## src/rtl/phyctl_pkg.sv

```systemverilog
package phyctl_pkg;
  localparam int WORD_W     = 32;
  localparam int HALF_W     = 16;
  localparam int NUM_CTRL   = 7;
  localparam int STATUS_IDX = 8;

  // register 6 fields
  localparam int PWR_REG     = 6;
  localparam int PWR_BIT     = 0;
  localparam int DLLEN_BIT   = 1;
  localparam int DRV_LSB     = 4;
  localparam int DRV_W       = 3;

  // register 0 fields
  localparam int TIMING_REG  = 0;
  localparam int TAPSEL_LSB  = 7;
  localparam int TAPSEL_W    = 4;
  localparam int TAPEN_BIT   = 11;
  localparam int FREQ_LSB    = 12;
  localparam int FREQ_W      = 2;

  // status bits
  localparam int ST_LOCK_BIT = 5;
  localparam int ST_CAL_BIT  = 6;

  typedef enum logic [DRV_W-1:0] {
    DRV_50R  = 3'd0,
    DRV_33R  = 3'd1,
    DRV_66R  = 3'd2,
    DRV_100R = 3'd3,
    DRV_40R  = 3'd4
  } drive_code_e;
endpackage

```

## src/rtl/phyctl_wmask_reg.sv

```systemverilog
module phyctl_wmask_reg #(
  parameter int W = 16
) (
  input  logic         clk,
  input  logic         rst,
  input  logic         we,
  input  logic [W-1:0] wdata,
  input  logic [W-1:0] wmask,
  output logic [W-1:0] q
);
  always_ff @(posedge clk) begin
    if (rst)
      q <= '0;
    else if (we)
      q <= (q & ~wmask) | (wdata & wmask);
  end

  // bits outside the mask never move on a write
  a_r2_unmasked_kept: assert property (@(posedge clk) disable iff (rst)
    (!$past(rst) && $past(we)) |-> (((q ^ $past(q)) & ~$past(wmask)) == '0));

  // masked bits land on the written data
  a_r2_masked_taken: assert property (@(posedge clk) disable iff (rst)
    (!$past(rst) && $past(we)) |-> (((q ^ $past(wdata)) & $past(wmask)) == '0));

  // no write enable, no change
  a_r7_hold_without_we: assert property (@(posedge clk) disable iff (rst)
    (!$past(rst) && !$past(we)) |-> $stable(q));
endmodule

```

## src/rtl/phyctl_status_sync.sv

```systemverilog
module phyctl_status_sync #(
  parameter int STAGES = 2,
  parameter int N      = 2
) (
  input  logic         clk,
  input  logic         rst,
  input  logic [N-1:0] async_in,
  output logic [N-1:0] sync_out
);
  logic [N-1:0] stage_q [STAGES];

  generate
    for (genvar s = 0; s < STAGES; s++) begin : g_stage
      if (s == 0) begin : g_first
        always_ff @(posedge clk) begin
          if (rst) stage_q[0] <= '0;
          else     stage_q[0] <= async_in;
        end
      end else begin : g_next
        always_ff @(posedge clk) begin
          if (rst) stage_q[s] <= '0;
          else     stage_q[s] <= stage_q[s-1];
        end
      end
    end
  endgenerate

  assign sync_out = stage_q[STAGES-1];
endmodule

```

## src/rtl/phyctl_read_port.sv

```systemverilog
module phyctl_read_port
  import phyctl_pkg::*;
#(
  parameter int IDX_W = 4
) (
  input  logic                               clk,
  input  logic                               rst,
  input  logic                               rd_en,
  input  logic                               rd_ctrl_hit,
  input  logic                               rd_status_hit,
  input  logic [IDX_W-1:0]                   rd_idx,
  input  logic [NUM_CTRL-1:0][HALF_W-1:0]    ctrl_q,
  input  logic [HALF_W-1:0]                  status_word,
  output logic [WORD_W-1:0]                  rdata,
  output logic                               rvalid
);
  logic [HALF_W-1:0] sel_word;

  always_comb begin
    sel_word = '0;
    if (rd_status_hit)
      sel_word = status_word;
    else if (rd_ctrl_hit)
      for (int i = 0; i < NUM_CTRL; i++)
        if (int'(rd_idx) == i) sel_word = ctrl_q[i];
  end

  always_ff @(posedge clk) begin
    if (rst) begin
      rdata  <= '0;
      rvalid <= 1'b0;
    end else begin
      rvalid <= rd_en;
      if (rd_en) rdata <= {{(WORD_W-HALF_W){1'b0}}, sel_word};
    end
  end

  // read-valid follows an accepted read by one cycle only
  a_r9_rvalid_timing: assert property (@(posedge clk) disable iff (rst)
    !$past(rst) |-> (rvalid == $past(rd_en)));

  // upper half of a read is always zero
  a_r3_upper_zero: assert property (@(posedge clk) disable iff (rst)
    rvalid |-> (rdata[WORD_W-1:HALF_W] == '0));

  // misses return zero
  a_r8_miss_zero: assert property (@(posedge clk) disable iff (rst)
    (!$past(rst) && $past(rd_en) && !$past(rd_ctrl_hit) && !$past(rd_status_hit))
      |-> (rdata == '0));

  // only the two flag bits may be set in a status read
  a_r6_status_clean: assert property (@(posedge clk) disable iff (rst)
    (!$past(rst) && $past(rd_en) && $past(rd_status_hit))
      |-> ((rdata & ~((WORD_W'(1) << ST_LOCK_BIT) | (WORD_W'(1) << ST_CAL_BIT))) == '0));
endmodule

```

## src/rtl/phyctl_regbank.sv

```systemverilog
module phyctl_regbank
  import phyctl_pkg::*;
#(
  parameter int ADDR_W      = 6,
  parameter int SYNC_STAGES = 2
) (
  input  logic                clk,
  input  logic                rst,
  input  logic                bus_valid,
  input  logic                bus_write,
  input  logic [ADDR_W-1:0]   bus_addr,
  input  logic [WORD_W-1:0]   bus_wdata,
  output logic [WORD_W-1:0]   bus_rdata,
  output logic                bus_rvalid,
  input  logic                ana_cal_done,
  input  logic                ana_dll_lock,
  output logic                phy_pwr_on,
  output logic                phy_dll_en,
  output logic [DRV_W-1:0]    phy_drive_code,
  output logic [TAPSEL_W-1:0] phy_tap_sel,
  output logic                phy_tap_en,
  output logic [FREQ_W-1:0]   phy_freq_sel
);
  localparam int IDX_W = ADDR_W - 2;

  logic [IDX_W-1:0] idx;
  logic             aligned;
  logic             ctrl_hit;
  logic             status_hit;
  logic             wr_acc;
  logic             rd_acc;
  logic [NUM_CTRL-1:0]             ctrl_we;
  logic [NUM_CTRL-1:0][HALF_W-1:0] ctrl_q;
  logic [1:0]                      flags_sync;
  logic [HALF_W-1:0]               status_word;

  assign idx        = bus_addr[ADDR_W-1:2];
  assign aligned    = (bus_addr[1:0] == 2'b00);
  assign ctrl_hit   = aligned && (int'(idx) < NUM_CTRL);
  assign status_hit = aligned && (int'(idx) == STATUS_IDX);
  assign wr_acc     = bus_valid && bus_write;
  assign rd_acc     = bus_valid && !bus_write;

  generate
    for (genvar i = 0; i < NUM_CTRL; i++) begin : g_ctrl
      assign ctrl_we[i] = wr_acc && ctrl_hit && (int'(idx) == i);

      phyctl_wmask_reg #(.W(HALF_W)) u_reg (
        .clk   (clk),
        .rst   (rst),
        .we    (ctrl_we[i]),
        .wdata (bus_wdata[HALF_W-1:0]),
        .wmask (bus_wdata[WORD_W-1:HALF_W]),
        .q     (ctrl_q[i])
      );
    end
  endgenerate

  phyctl_status_sync #(.STAGES(SYNC_STAGES), .N(2)) u_sync (
    .clk      (clk),
    .rst      (rst),
    .async_in ({ana_cal_done, ana_dll_lock}),
    .sync_out (flags_sync)
  );

  always_comb begin
    status_word              = '0;
    status_word[ST_LOCK_BIT] = flags_sync[0];
    status_word[ST_CAL_BIT]  = flags_sync[1];
  end

  phyctl_read_port #(.IDX_W(IDX_W)) u_rd (
    .clk           (clk),
    .rst           (rst),
    .rd_en         (rd_acc),
    .rd_ctrl_hit   (ctrl_hit),
    .rd_status_hit (status_hit),
    .rd_idx        (idx),
    .ctrl_q        (ctrl_q),
    .status_word   (status_word),
    .rdata         (bus_rdata),
    .rvalid        (bus_rvalid)
  );

  assign phy_pwr_on     = ctrl_q[PWR_REG][PWR_BIT];
  assign phy_dll_en     = ctrl_q[PWR_REG][DLLEN_BIT];
  assign phy_drive_code = ctrl_q[PWR_REG][DRV_LSB +: DRV_W];
  assign phy_tap_sel    = ctrl_q[TIMING_REG][TAPSEL_LSB +: TAPSEL_W];
  assign phy_tap_en     = ctrl_q[TIMING_REG][TAPEN_BIT];
  assign phy_freq_sel   = ctrl_q[TIMING_REG][FREQ_LSB +: FREQ_W];

  // at most one register is written per transfer
  a_r7_single_target: assert property (@(posedge clk) disable iff (rst)
    $onehot0(ctrl_we));

  // leaving reset, the PHY is powered down with the DLL off
  a_r1_reset_outputs: assert property (@(posedge clk) disable iff (rst)
    $past(rst) |-> (!phy_pwr_on && !phy_dll_en && phy_drive_code == '0
                    && phy_tap_sel == '0 && !phy_tap_en && phy_freq_sel == '0));

  // a write that misses every register leaves the PHY controls stable
  a_r7_miss_no_effect: assert property (@(posedge clk) disable iff (rst)
    (!$past(rst) && $past(wr_acc) && !$past(ctrl_hit))
      |-> ($stable(phy_pwr_on) && $stable(phy_dll_en) && $stable(phy_drive_code)
           && $stable(phy_tap_sel) && $stable(phy_tap_en) && $stable(phy_freq_sel)));
endmodule

```

## config.mk

```make
export PLATFORM = sky130hd
export DESIGN_NAME = phyctl_regbank
export DESIGN_NICKNAME = d
export VERILOG_FILES = /design/src/rtl/phyctl_pkg.sv /design/src/rtl/phyctl_wmask_reg.sv /design/src/rtl/phyctl_status_sync.sv /design/src/rtl/phyctl_read_port.sv /design/src/rtl/phyctl_regbank.sv
export SDC_FILE = /design/constraint.sdc
export NUM_CORES = 1
export LEC_CHECK = 0
export BUFFER_PORTS_ARGS = -buffer_cell sky130_fd_sc_hd__buf_4
export CAP_MARGIN = 20
export CELL_PAD_IN_SITES_DETAIL_PLACEMENT = 1
export CELL_PAD_IN_SITES_GLOBAL_PLACEMENT = 1
export CORE_ASPECT_RATIO = 1.5
export CORE_MARGIN = 5
export CORE_UTILIZATION = 40
export CTS_CLUSTER_SIZE = 20
export DETAILED_ROUTE_END_ITERATION = 6
export GPL_TIMING_DRIVEN = 0
export HOLD_SLACK_MARGIN = 0.06
export PLACE_DENSITY = 0.76
export SLEW_MARGIN = 20
export SYNTH_ARGS = -nofsm -noshare
export SYNTH_HDL_FRONTEND = slang
export SYNTH_SLANG_ARGS = --single-unit
export TNS_END_PERCENT = 30
```

## constraint.sdc

```tcl
create_clock -name clk -period 2.3 [get_ports clk]
set_input_delay 0.115 -clock clk [delete_from_list [all_inputs] [get_ports clk]]
set_output_delay 0.115 -clock clk [all_outputs]
set_load 0.05 [all_outputs]
```

; ---- Yosys cells after proc, flatten, opt, wreduce, memory -nomap -nowiden
; Memories as Yosys holds them, arrays and structs flattened.
; Index checks and enable logic that the tools add are counted.
[totals]
reg_bits = 129
latchBits = 0
ram_bits = 4
rom_bits = 0
input_bits = 44
output_inout_bits = 45
elab_cells = 65
memories = 1
[memory_table]
columns = name, depth, word_bits, read_ports, rd_ports_with_merged_regs, write_ports, line_no
row1 = u_sync.stage_q, 2, 2, 2, 0, 2, phyctl_status_sync.sv:10  ; logic [N-1:0] stage_q [STAGES];
[classes]
addsub = 0
mul = 0
div = 0
order_cmp = 1
eq_ne = 7
shift = 0
muxes = 14
bitwise = 18
n_reduce_logical = 15
[op_table]
columns = cell, n
row1 = two-way mux 16 bit, 9
row2 = AND 16 bit, 8
row3 = OR 16 bit, 7
row4 = == test 4 bit (second input constant), 4
row5 = NOT 16 bit, 1
row6 = logical AND 1 bit, 12
row7 = == test 4 x 3 -> 1 bit (second input constant), 2
row8 = == test 4 x 2 -> 1 bit (second input constant), 1
row9 = zero test 4 bit, 1
row10 = < comparator 4 x 3 -> 1 bit (second input constant), 1
row11 = two-way mux 2 bit, 2
row12 = two-way mux 1 bit, 3
row13 = zero test 2 bit, 1
row14 = OR 1 bit, 2
row15 = zero test 1 bit, 1

; ---- Longest topological paths before layout
[logic_depth]
ltp_word = 10
mapped_depth = 7
ltp_nobuf = 4

; ---- Cells and area by module
; Synthesis repeated with hierarchy kept, for this count alone.
[unflattened]
hier_cells = 791
area_unflattened_um2 = 7512.2
[modules_own_cells]
columns = module, instances, cells_each, area_each_um2, seq_area_each_um2
row1 = phyctl_wmask_reg, 7, 69, 710.7, 320.3
row2 = phyctl_read_port, 1, 283, 2312.2, 340.3
row3 = phyctl_regbank, 1, 17, 120.1, 0.0
row4 = phyctl_status_sync, 1, 8, 105.1, 80.1

; ---- Least setup slack after synthesis
; Ideal clock, no wire load.
[synth_path]
path_type = input to register
startpoint = in bus_addr[5]
endpoint = reg (tool-made name)
setup_ns = 0.128
t_arrival_ns = 1.372
t_required_ns = 2.172
setup_slack_ns = 0.801
cell_stages = 7
n_path_buf = 3
path_cell_list = buf_6 > or4_4 > buf_6 > buf_6 > nor3_2 > mux2i_1 > nor2_1
[synth_lines]
columns = item, line_no
row1 = "start, declared", phyctl_regbank.sv:11  ; input logic [ADDR_W-1:0] bus_addr,

; ---- Worst setup path after layout
[layout_path]
startpoint = in bus_valid
endpoint = reg u_rd.rdata[9]
[layout_via]
elab_chain_cells = 1
[layout_lines]
columns = item, line_no
row1 = "start, declared", phyctl_regbank.sv:9  ; input logic bus_valid,
row2 = logical AND 1 bit, phyctl_regbank.sv:42  ; assign rd_acc = bus_valid && !bus_write;
row3 = "end signal, assigned", phyctl_read_port.sv:34  ; if (rd_en) rdata <= {{(WORD_W-HALF_W){1'b0}}, sel_word};
row4 = "end, declared", phyctl_read_port.sv:14  ; output logic [WORD_W-1:0] rdata,
; No other way between the ends.
; A chain may end at the register's enable or synchronous reset.

==> results by group <==
Clocking
  • CTS Buf Count: 17
  • CTS tree: yes
  • Post-CTS Repair Setup Buffers: 0
  • Worst-path clk slew: approximately 0.06 ns
  • Clk sink count: 133
  • Clk Latency, worst-skew pair: 0.42 ns
  • CTS Buffer Depth: 2
  • H-tree depth: 4
  • Root Driver: clkbuf_16

Worst setup path
  • Crit Path Class: in2reg
  • Worst Path Required: around 2.6 ns
  • Worst-path fanout max: 10
  • WP data arrival: 2.36 ns
  • Critical path startpoint category: primary input
  • Crit end category: flip-flop

Logic synthesis
  • Post-Syn Area: 6581 um2
  • Mapped Cells: approximately 770
  • Dominant synthesized flop cell: dfxtp_1
  • Async S/R FF share, synth: 0%
  • Mapped Avg Cell Area: 8.536 um2
  • Register area share after synthesis: 40.46%
  • Syn. warnings: 0
  • Post-synth EDFFs: 0
  • Distinct cells, synth: 45
  • FF+latch count, synth: 133

Die
  • Die Span X: 114.7 um
  • Site row count: 57
  • Die area: 19170 um2
  • Core area: 16190 um2
  • Initial cell density of the core: a little over 40%
  • Die height: approximately 170 um
  • IO Count: 89

Global route
  • Tot GR Track Use: 28.57%
  • First-pass GRT wire length: approximately 42000 um
  • Largest net degree at the start of global routing: 17
  • Initial antenna violation count: 0
  • Vias in the first global route: around 7400
  • Gr ovfl total: 0

Timing
  • Layout Skew: 0.008469 ns
  • Max_slew headroom: 35.20%
  • Highest Clock Rate: 0.4929 GHz
  • RSZ-0062 raised after global routing: false
  • Fin crit period: between 2 and 2.5 ns
  • # setup viols final: 0
  • Final Cycle Share: 88.21%
  • Worst Tran Pin Value: 0.9720 ns
  • Final Hold Viols: 0
  • Setup TNS: 0 ns
  • Slew Viols, Final: 0

Place
  • Post-DP HPWL: 19020 um
  • PortBufs: 72
  • RePlAce Congestion: 0.9414
  • DP Area: ~7400 um2
  • Placed Instances: 1064

Route
  • DRC violations left: 0
  • DR iter-0 viols: 443
  • Routed wire length: 27450 um
  • DR WL/cell: 24.64 um
  • Drt first pass iters: 5
  • Routed Antenna Nets: 0
  • DR vias: 6829
  • Number of vias per cell: between 6 and 7

Final layout
  • Final non-filler cell total: ~1100
  • Fraction of layout cells with a size suffix above 1: roughly 21%
  • Final core utilization: 51.12%
  • Final net count: 939
  • Area Overhead vs Synth: 25.74%
  • Post-route cell area: 8275 um2
  • Diodes inserted: 0
  • Most common cell after layout, fill and taps aside: dfxtp_1
  • Most frequent cells in the layout: dfxtp_1, buf_4, nand3_1

Min path
  • Worst hold-check path type: in2reg

Run
  • Max_cap viols: 0

Power and ir drop
  • LEAKAGE: 2.886 nW
  • Pwr/cell area: 724.8 nW/um2
  • Worst vdd ir: 558.1 uV
  • Total power: around 6 mW

Run status
  • Status: finished, final reports clean
## cell type report
cell class	instances	area, um2
Timing Repair Buffer	90	720.7
Multi-Input combinational cell	568	3493
Sequential cell	133	2663
Buffer	84	478.0
Tap cell	206	257.7
Inverter	1	3.754
Clock buffer	21	460.4
Clock inverter	11	198.9
Fill cell	1924	7914
## logic make-up (layout without fill, tap and decap cells)
group                  after synthesis  count (layout)  share of synthesized area (%)
AND/OR/NAND/NOR                    263             263                          22.85
AO/OA/AOI/OAI                      251             251                          23.35
flip-flops                         133             133                          40.46
buffers and inverters               85             207                          7.319
multiplexers                        38              38                          5.970
other                                1              16                        0.05698
## final timing paths
check	slack [ns]	start	endpoint	depth (start not counted)
worst min-delay path	0.12	rst	u_rd.rdata[14]	4
worst max register to register	1.14	flip-flop	u_rd.rdata[1]	3
worst min register to register	0.45	u_sync.stage_q[0][1]	u_sync.stage_q[1][1]	1
worst max-delay path	0.27	bus_valid	u_rd.rdata[9]	8
## per-layer routing
metal | routed length, um | vias to the layer above | track usage, % | share of wire [%]
met5 | 0 | - | 0 | 0
met4 | 1795 | 0 | 18.59 | 6.5
met3 | 1746 | 121 | 6.137 | 6.4
met2 | 13710 | 304 | 48.04 | 50
met1 | 10200 | 3356 | 32.07 | 37
li1 | - | 3048 | - | -
## where the power goes
part	internal, mW	leakage, nW	switching, mW
Clock	1.99	0.310	1.08
Combinational	0.179	1.50	0.432
Sequential	2.31	1.07	0.00615
## cell usage after synthesis (3+ instances only)
cell / number / area (um2)
buf_4: 28 / 210.2
buf_1: 3 / 11.26
a221oi_1: 13 / 113.9
nor3_2: 30 / 300.3
dfxtp_1: 133 / 2663
and2_1: 33 / 206.5
nand2b_1: 6 / 37.54
nand2_1: 33 / 123.9
a211o_1: 13 / 113.9
nor2b_1: 9 / 56.30
nor2_1: 46 / 172.7
o22ai_1: 15 / 93.84
clkbuf_1: 32 / 120.1
a211oi_1: 28 / 210.2
o21ai_0: 78 / 390.4
a21oi_1: 79 / 395.4
buf_6: 5 / 56.30
buf_2: 16 / 80.08
nor3_1: 4 / 20.02
a22o_1: 15 / 131.4
mux2i_1: 37 / 370.4
nand3b_1: 4 / 30.03
nand3_1: 83 / 415.4
## worst max-delay path: stages
cell      delay (ns)
buf_4           0.11
buf_2           0.16
nor2b_1         0.14
clkbuf_1        0.25
nor2_1          0.52
clkbuf_1        0.63
a211oi_1        0.17
a211oi_1        0.24
## per-stage QoR
stage	hold slack, ns	setup WS [ns]
final	0.1234	0.2713
after global routing	0.1248	0.1632
after CTS	0.09671	0.2871
after detailed placement	0.3374	-0.1488
after global placement	0.3315	-0.09462
after floorplan	0.2432	0.8006
## repair_timing
item                       in CTS  in global routing
hold endpoints to repair      113                  0
setup endpoints to repair       0                  0
resized for setup               0                  0
hold buffers                   18                  0
(Power assumes the default switching activity.)
